**config.mk**
```make
export PLATFORM = sky130hd
export DESIGN_NAME = serial_regfront
export DESIGN_NICKNAME = d
export VERILOG_FILES = /design/src/rtl/srf_pkg.sv /design/src/rtl/srf_rx_fifo.sv /design/src/rtl/srf_tx_hold.sv /design/src/rtl/serial_regfront.sv
export SDC_FILE = /design/constraint.sdc
export NUM_CORES = 1
export LEC_CHECK = 0
export BUFFER_PORTS_ARGS = -buffer_cell sky130_fd_sc_hd__buf_2
export CAP_MARGIN = 40
export CORE_MARGIN = 2
export CORE_UTILIZATION = 25
export DETAILED_ROUTE_END_ITERATION = 7
export GPL_TIMING_DRIVEN = 1
export PLACE_DENSITY = 0.42
export SLEW_MARGIN = 40
export SYNTH_ARGS = -nofsm -noshare
export SYNTH_HDL_FRONTEND = slang
export SYNTH_SLANG_ARGS = --single-unit
```
**constraint.sdc**
```tcl
create_clock -name clk -period 4.3 [get_ports clk]
set_input_delay 0.86 -clock clk [delete_from_list [all_inputs] [get_ports clk]]
set_output_delay 0.86 -clock clk [all_outputs]
set_load 0.03 [all_outputs]
```
**src/rtl/srf_pkg.sv**
```systemverilog
package srf_pkg;
    localparam int IDX_RXD  = 0;
    localparam int IDX_TXD  = 1;
    localparam int IDX_STAT = 2;
    localparam int IDX_CTRL = 3;

    localparam int CT_TXCLR = 0;
    localparam int CT_RXCLR = 1;
    localparam int CT_IRQEN = 4;

    typedef struct packed {
        logic [31:0] ctrl;
        logic        pend;
        logic        ovr;
    } regs_t;
endpackage

```
**src/rtl/srf_rx_fifo.sv**
```systemverilog
module srf_rx_fifo #(
    parameter int DEPTH = 8,
    parameter int DW    = 8,
    localparam int PTR_W = (DEPTH > 1) ? $clog2(DEPTH) : 1,
    localparam int CNT_W = $clog2(DEPTH + 1)
) (
    input  logic             clk,
    input  logic             rst_n,
    input  logic             push,
    input  logic [DW-1:0]    push_data,
    input  logic             pop,
    input  logic             flush,
    output logic [DW-1:0]    head,
    output logic [CNT_W-1:0] count,
    output logic             full,
    output logic             empty,
    output logic             will_hold
);
    typedef struct packed {
        logic [PTR_W-1:0] wr;
        logic [PTR_W-1:0] rd;
        logic [CNT_W-1:0] cnt;
    } fstate_t;

    fstate_t s_d, s_q;
    logic [DW-1:0] mem_q [DEPTH];
    logic do_push, do_pop;

    function automatic logic [PTR_W-1:0] wrap_inc(input logic [PTR_W-1:0] p);
        return (p == PTR_W'(DEPTH - 1)) ? '0 : p + 1'b1;
    endfunction

    assign full    = (s_q.cnt == CNT_W'(DEPTH));
    assign empty   = (s_q.cnt == '0);
    assign do_push = push && !full && !flush;
    assign do_pop  = pop && !empty && !flush;

    always_comb begin
        s_d = s_q;
        if (flush) begin
            s_d = '0;
        end else begin
            if (do_push) s_d.wr = wrap_inc(s_q.wr);
            if (do_pop)  s_d.rd = wrap_inc(s_q.rd);
            if (do_push && !do_pop)      s_d.cnt = s_q.cnt + 1'b1;
            else if (do_pop && !do_push) s_d.cnt = s_q.cnt - 1'b1;
        end
    end

    always_ff @(posedge clk or negedge rst_n) begin
        if (!rst_n) s_q <= '0;
        else        s_q <= s_d;
    end

    for (genvar i = 0; i < DEPTH; i++) begin : g_slot
        always_ff @(posedge clk or negedge rst_n) begin
            if (!rst_n)                                 mem_q[i] <= '0;
            else if (do_push && s_q.wr == PTR_W'(i))    mem_q[i] <= push_data;
        end
    end

    assign head      = mem_q[s_q.rd];
    assign count     = s_q.cnt;
    assign will_hold = (s_d.cnt != '0);
endmodule

```
**src/rtl/srf_tx_hold.sv**
```systemverilog
module srf_tx_hold #(
    parameter int DW = 8
) (
    input  logic          clk,
    input  logic          rst_n,
    input  logic          load,
    input  logic [DW-1:0] load_data,
    input  logic          flush,
    input  logic          out_ready,
    output logic          out_valid,
    output logic [DW-1:0] out_data
);
    typedef struct packed {
        logic          valid;
        logic [DW-1:0] data;
    } hstate_t;

    hstate_t h_d, h_q;

    always_comb begin
        h_d = h_q;
        if (h_q.valid && out_ready) h_d.valid = 1'b0;
        if (load) begin
            h_d.valid = 1'b1;
            h_d.data  = load_data;
        end
        if (flush) h_d.valid = 1'b0;
    end

    always_ff @(posedge clk or negedge rst_n) begin
        if (!rst_n) h_q <= '0;
        else        h_q <= h_d;
    end

    assign out_valid = h_q.valid;
    assign out_data  = h_q.data;
endmodule

```
**src/rtl/serial_regfront.sv**
```systemverilog
module serial_regfront #(
    parameter int ADDR_W   = 5,
    parameter int RX_DEPTH = 8,
    localparam int IDX_W   = ADDR_W - 2,
    localparam int CNT_W   = $clog2(RX_DEPTH + 1)
) (
    input  logic              clk,
    input  logic              rst_n,
    input  logic              bus_sel,
    input  logic              bus_wr,
    input  logic [ADDR_W-1:0] bus_addr,
    input  logic [31:0]       bus_wdata,
    output logic [31:0]       bus_rdata,
    input  logic [7:0]        rx_data,
    input  logic              rx_valid,
    output logic              rx_ready,
    output logic [7:0]        tx_data,
    output logic              tx_valid,
    input  logic              tx_ready,
    output logic              irq
);
    import srf_pkg::*;

    regs_t r_d, r_q;

    logic [IDX_W-1:0] idx;
    logic [1:0]       unused_lo;
    logic             rd_rx, rd_stat, wr_tx, wr_ctrl;
    logic             rx_clr, tx_clr, drop;
    logic [7:0]       fifo_head;
    logic [CNT_W-1:0] fifo_count;
    logic             fifo_full, fifo_empty, fifo_will_hold;
    logic [31:0]      stat_word;
    logic             pend_flag, ovr_flag;

    assign idx       = bus_addr[ADDR_W-1:2];
    assign unused_lo = bus_addr[1:0];

    assign rd_rx   = bus_sel && !bus_wr && (idx == IDX_W'(IDX_RXD));
    assign rd_stat = bus_sel && !bus_wr && (idx == IDX_W'(IDX_STAT));
    assign wr_tx   = bus_sel &&  bus_wr && (idx == IDX_W'(IDX_TXD));
    assign wr_ctrl = bus_sel &&  bus_wr && (idx == IDX_W'(IDX_CTRL));
    assign rx_clr  = wr_ctrl && bus_wdata[CT_RXCLR];
    assign tx_clr  = wr_ctrl && bus_wdata[CT_TXCLR];
    assign drop    = rx_valid && fifo_full;

    srf_rx_fifo #(.DEPTH(RX_DEPTH), .DW(8)) u_rx_fifo (
        .clk       (clk),
        .rst_n     (rst_n),
        .push      (rx_valid),
        .push_data (rx_data),
        .pop       (rd_rx),
        .flush     (rx_clr),
        .head      (fifo_head),
        .count     (fifo_count),
        .full      (fifo_full),
        .empty     (fifo_empty),
        .will_hold (fifo_will_hold)
    );

    srf_tx_hold #(.DW(8)) u_tx_hold (
        .clk       (clk),
        .rst_n     (rst_n),
        .load      (wr_tx),
        .load_data (bus_wdata[7:0]),
        .flush     (tx_clr),
        .out_ready (tx_ready),
        .out_valid (tx_valid),
        .out_data  (tx_data)
    );

    always_comb begin
        stat_word    = '0;
        stat_word[0] = !fifo_empty;
        stat_word[1] = fifo_full;
        stat_word[2] = !tx_valid;
        stat_word[3] = tx_valid;
        stat_word[4] = r_q.pend;
        stat_word[5] = r_q.ovr;
    end

    always_comb begin
        r_d = r_q;
        if (wr_ctrl) r_d.ctrl = bus_wdata;
        if (rd_stat) r_d.ovr = 1'b0;
        if (drop)    r_d.ovr = 1'b1;
        if (rd_stat && fifo_empty) r_d.pend = 1'b0;
        if (wr_tx || fifo_will_hold) r_d.pend = 1'b1;
    end

    always_ff @(posedge clk or negedge rst_n) begin
        if (!rst_n) r_q <= '0;
        else        r_q <= r_d;
    end

    always_comb begin
        bus_rdata = '0;
        if (bus_sel && !bus_wr) begin
            case (idx)
                IDX_W'(IDX_RXD):  bus_rdata = fifo_empty ? 32'd0 : {24'd0, fifo_head};
                IDX_W'(IDX_STAT): bus_rdata = stat_word;
                IDX_W'(IDX_CTRL): bus_rdata = r_q.ctrl;
                default:          bus_rdata = '0;
            endcase
        end
    end

    assign rx_ready  = !fifo_full;
    assign pend_flag = r_q.pend;
    assign ovr_flag  = r_q.ovr;
    assign irq       = r_q.pend && r_q.ctrl[CT_IRQEN];
endmodule

```
==> metrics.yaml <==
synthesis:
  netlist-cell-type-count: 49
  synth_area_um2: 5597
  synth_nets: 468
  postSynth.asyncResetShare: 1.000
  synth.yosys.seq_area_share: 0.5231
  post_synth_inst_count: 407
  synth_ff_type: "sky130_fd_sc_hd__dfrtp_1"
  synthesis_stage_register_bit_count: 117
  synth-edff-count: 0
  yosysWarnings: 0
  synth_area_per_cell_um2: 13.75
sta:
  period_share: 0.8310
  totalNegativeSetupSlack_ns: 0
  timing.clock.skew_ns: 0.01792
  slew_violations: 0
  tightestPinTransition_ns: 0.8128
  timing.final.ws_setup_ns: 0.7268
  hold_slack_ns: 0.4690
  grt_setup_unrepaired: "false"
  finalSetupViolations: 0
  timing.slew.headroom: 0.4575
  achievable-frequency_ghz: 0.2799
  fin_crit_ns: 3.573
  hold_violations: 0
clocking:
  clk_path_buf_depth: 2
  htreeDepth: 4
  tritoncts_num_sinks: 117
  clock_insertion_delay_worst_skew_ns: 0.42
  cts_root_buffer: "sky130_fd_sc_hd__clkbuf_16"
  cts_tree: "done"
  clock_pin_slew_reported_for_the_worst_setup_and_hold_paths_after_clock_tree_synthesis_ns: 0.06
  hold_buffers: 0
  post_cts.repair.setup_buffers: 0
  post_cts_resized: 0
  clock_buffers_created_by_tritoncts: 17
worst_setup_path:
  startpoint: "u_rx_fifo.s_q[4]$_DFFE_PN0P_"
  worstPathRequired_ns: 3.44
  setup_crit_start_kind: "register"
  timing.critical_path.arrival_ns: 2.71
  cp_max_fo: 16
  worstReg2RegStart: "u_rx_fifo.count[0]$_DFF_PN0_"
  setup.worst_path.end_class: "primary output"
  critical_path.reg2reg.endpoint: "u_rx_fifo.mem_q[36]$_DFFE_PN0P_"
  regToRegSetupSlack_ns: 1.67
  timing_worst_setup_path_type: "register to primary output"
  r2r.worst_path.cells: 9
floorplan:
  coreArea_um2: 21890
  floorplan.rows: 54
  ios: 94
  dieArea_um2: 23600
  chipHeight_um: 153.6
  start_util: 0.2557
  die_w_um: 153.6
power_and_ir_drop:
  cellLeakagePower_uw: 0.003238
  ir_drop_v: 0.0003024
  power_density_over_the_cells_nw_per_um2: 663.8
  total_power_uw: 4689
run_status:
  outcome: "completed"
placement:
  numPortBuffers: 91
  place_congestion: 0.7420
  hpwlAfterDp_um: 10010
  dp_slack_ns: 1.050
routing:
  dr.pass1.iters: 6
  ant_nets: 0
  detail_route.drc_violations: 0
  avgViaCountPerCell: 4.672
  first_iter_violations: 241
  detailroute.via_count: 3742
  routed_length_per_instance_um: 18.25
  routed_wirelength_um: 14620
min_path:
  hold_class: "input port to async pin"
grt:
  first_global_vias: 3986
  globalRouteTotalUtil: 0.1291
  grt_overflow_total: 0
  grt_max_degree: 80
  initial_antenna_violation_count: 1
  grt_first_pass_wirelength_um: 23280
final_layout:
  area_growth_syn_to_layout_pct: 26.20
  nets: 568
  share_of_post_route_cells_with_drive_strength_above_1: 0.5269
run:
  drv.max_cap_violation_count: 0
[Yosys cell counts (all sizes together), types with 5 or more instances]
library cell,number,area (µm²)
nor2,16,65.06
dfrtp,117,2928
nand2b,5,31.28
nand2,14,55.06
a21oi,8,40.04
mux2,110,1239
inv,11,41.29
clkbuf,14,52.55
ha,10,125.1
and3,25,156.4
mux4,16,360.4
a222oi,5,50.05
buf,5,36.28
nand3,9,60.06
[power breakdown]
part / switching, µW / internal, µW / leakage (µW)
clock: 515 / 999 / 0.000295
combinational: 576 / 778 / 0.00152
sequential: 282 / 1540 / 0.00142
total: 1370 / 3320 / 0.00324
[cells by family after synthesis]
family / count (synthesis) / share of synthesized area
adder cells (fa/ha/maj): 10 / 0.02236
multiplexers: 129 / 0.2933
AND/OR/NAND/NOR: 90 / 0.09323
XOR/XNOR: 1 / 0.002907
buffers and inverters: 30 / 0.02325
AO/OA/AOI/OAI: 30 / 0.04181
flip-flops: 117 / 0.5231
[layout by cell type, fill, tap and decap left out, types with 2 or more instances in the layout]
cell type | netlist | routed
sky130_fd_sc_hd__a21oi_1 | 8 | 8
sky130_fd_sc_hd__a221oi_1 | 2 | 2
sky130_fd_sc_hd__a222oi_1 | 5 | 5
sky130_fd_sc_hd__a22oi_1 | 2 | 2
sky130_fd_sc_hd__and2_1 | 3 | 3
sky130_fd_sc_hd__and3_1 | 25 | 25
sky130_fd_sc_hd__buf_12 | 0 | 2
sky130_fd_sc_hd__buf_2 | 2 | 90
sky130_fd_sc_hd__buf_4 | 0 | 7
sky130_fd_sc_hd__bufinv_16 | 0 | 4
sky130_fd_sc_hd__clkbuf_16 | 0 | 17
sky130_fd_sc_hd__clkbuf_8 | 0 | 3
sky130_fd_sc_hd__clkinv_2 | 0 | 2
sky130_fd_sc_hd__clkinvlp_4 | 0 | 5
sky130_fd_sc_hd__dfrtp_1 | 117 | 117
sky130_fd_sc_hd__ha_1 | 10 | 10
sky130_fd_sc_hd__inv_1 | 10 | 10
sky130_fd_sc_hd__mux2_2 | 110 | 110
sky130_fd_sc_hd__mux2i_1 | 2 | 2
sky130_fd_sc_hd__mux4_2 | 16 | 16
sky130_fd_sc_hd__nand2_1 | 13 | 13
sky130_fd_sc_hd__nand2b_1 | 5 | 5
sky130_fd_sc_hd__nand3_1 | 6 | 6
sky130_fd_sc_hd__nand3_2 | 3 | 3
sky130_fd_sc_hd__nor2_1 | 14 | 13
sky130_fd_sc_hd__nor2_2 | 2 | 3
sky130_fd_sc_hd__nor2b_1 | 3 | 3
sky130_fd_sc_hd__nor3_1 | 3 | 3
sky130_fd_sc_hd__nor3b_1 | 4 | 2
sky130_fd_sc_hd__nor3b_2 | 0 | 2
sky130_fd_sc_hd__o21ai_0 | 2 | 2
[layout make-up]
type	instances	area, µm²
Antenna cell	1	2.502
Timing Repair Buffer	100	556.8
Fill cell	2197	14830
Sequential cell	117	2928
Clock inverter	12	176.4
Tap cell	280	350.3
Inverter	11	41.29
Multi-Input combinational cell	260	2551
Clock buffer	20	456.7
[worst max-delay path by stage]
stage                               to  slack (ns)  depth (start not counted)
after floorplan           bus_rdata[2]        1.18                          5
after global routing      bus_rdata[5]        0.48                          8
after CTS                 bus_rdata[3]        0.65                          6
after detailed placement  bus_rdata[5]        1.05                          7
final                     bus_rdata[5]        0.73                          6
after global placement    bus_rdata[5]        1.06                          7
[critical path: stages (launching register included)]
cell and delay, ns:
sky130_fd_sc_hd__dfrtp_1 0.48, sky130_fd_sc_hd__buf_4 0.37, sky130_fd_sc_hd__mux4_2 0.54, sky130_fd_sc_hd__mux2_2 0.28
sky130_fd_sc_hd__a222oi_1 0.30, sky130_fd_sc_hd__nor2_1 0.12, sky130_fd_sc_hd__buf_2 0.20
[per-stage QoR]
stage | utilization | cell area, µm² | cells
final | 0.3226 | 7063 | 801
after floorplan | - | 5597 | 407
after global placement | 0.2931 | 6416 | 768
after global routing | 0.3225 | 7061 | 800
after CTS | 0.3222 | 7053 | 800
after detailed placement | 0.2933 | 6420 | 768
[flip-flops by register name (all words and copies together), names as in the netlist]
name                 flops
u_rx_fifo.mem_q         64
r_q                     32
u_tx_hold.out_data       8
u_rx_fifo.s_q            6
u_rx_fifo.count          4
ovr_flag                 1
pend_flag                1
u_tx_hold.out_valid      1
[metal layers]
metal | up-vias | track usage | share of wire
met1 | 1940 | 0.1775 | 0.47
met5 | - | 0 | 0
met4 | 0 | 0.05505 | 0.022
met3 | 21 | 0.02931 | 0.038
met2 | 73 | 0.1960 | 0.47
li1 | 1708 | - | -
No activity file was read; power rests on OpenSTA's default activity.
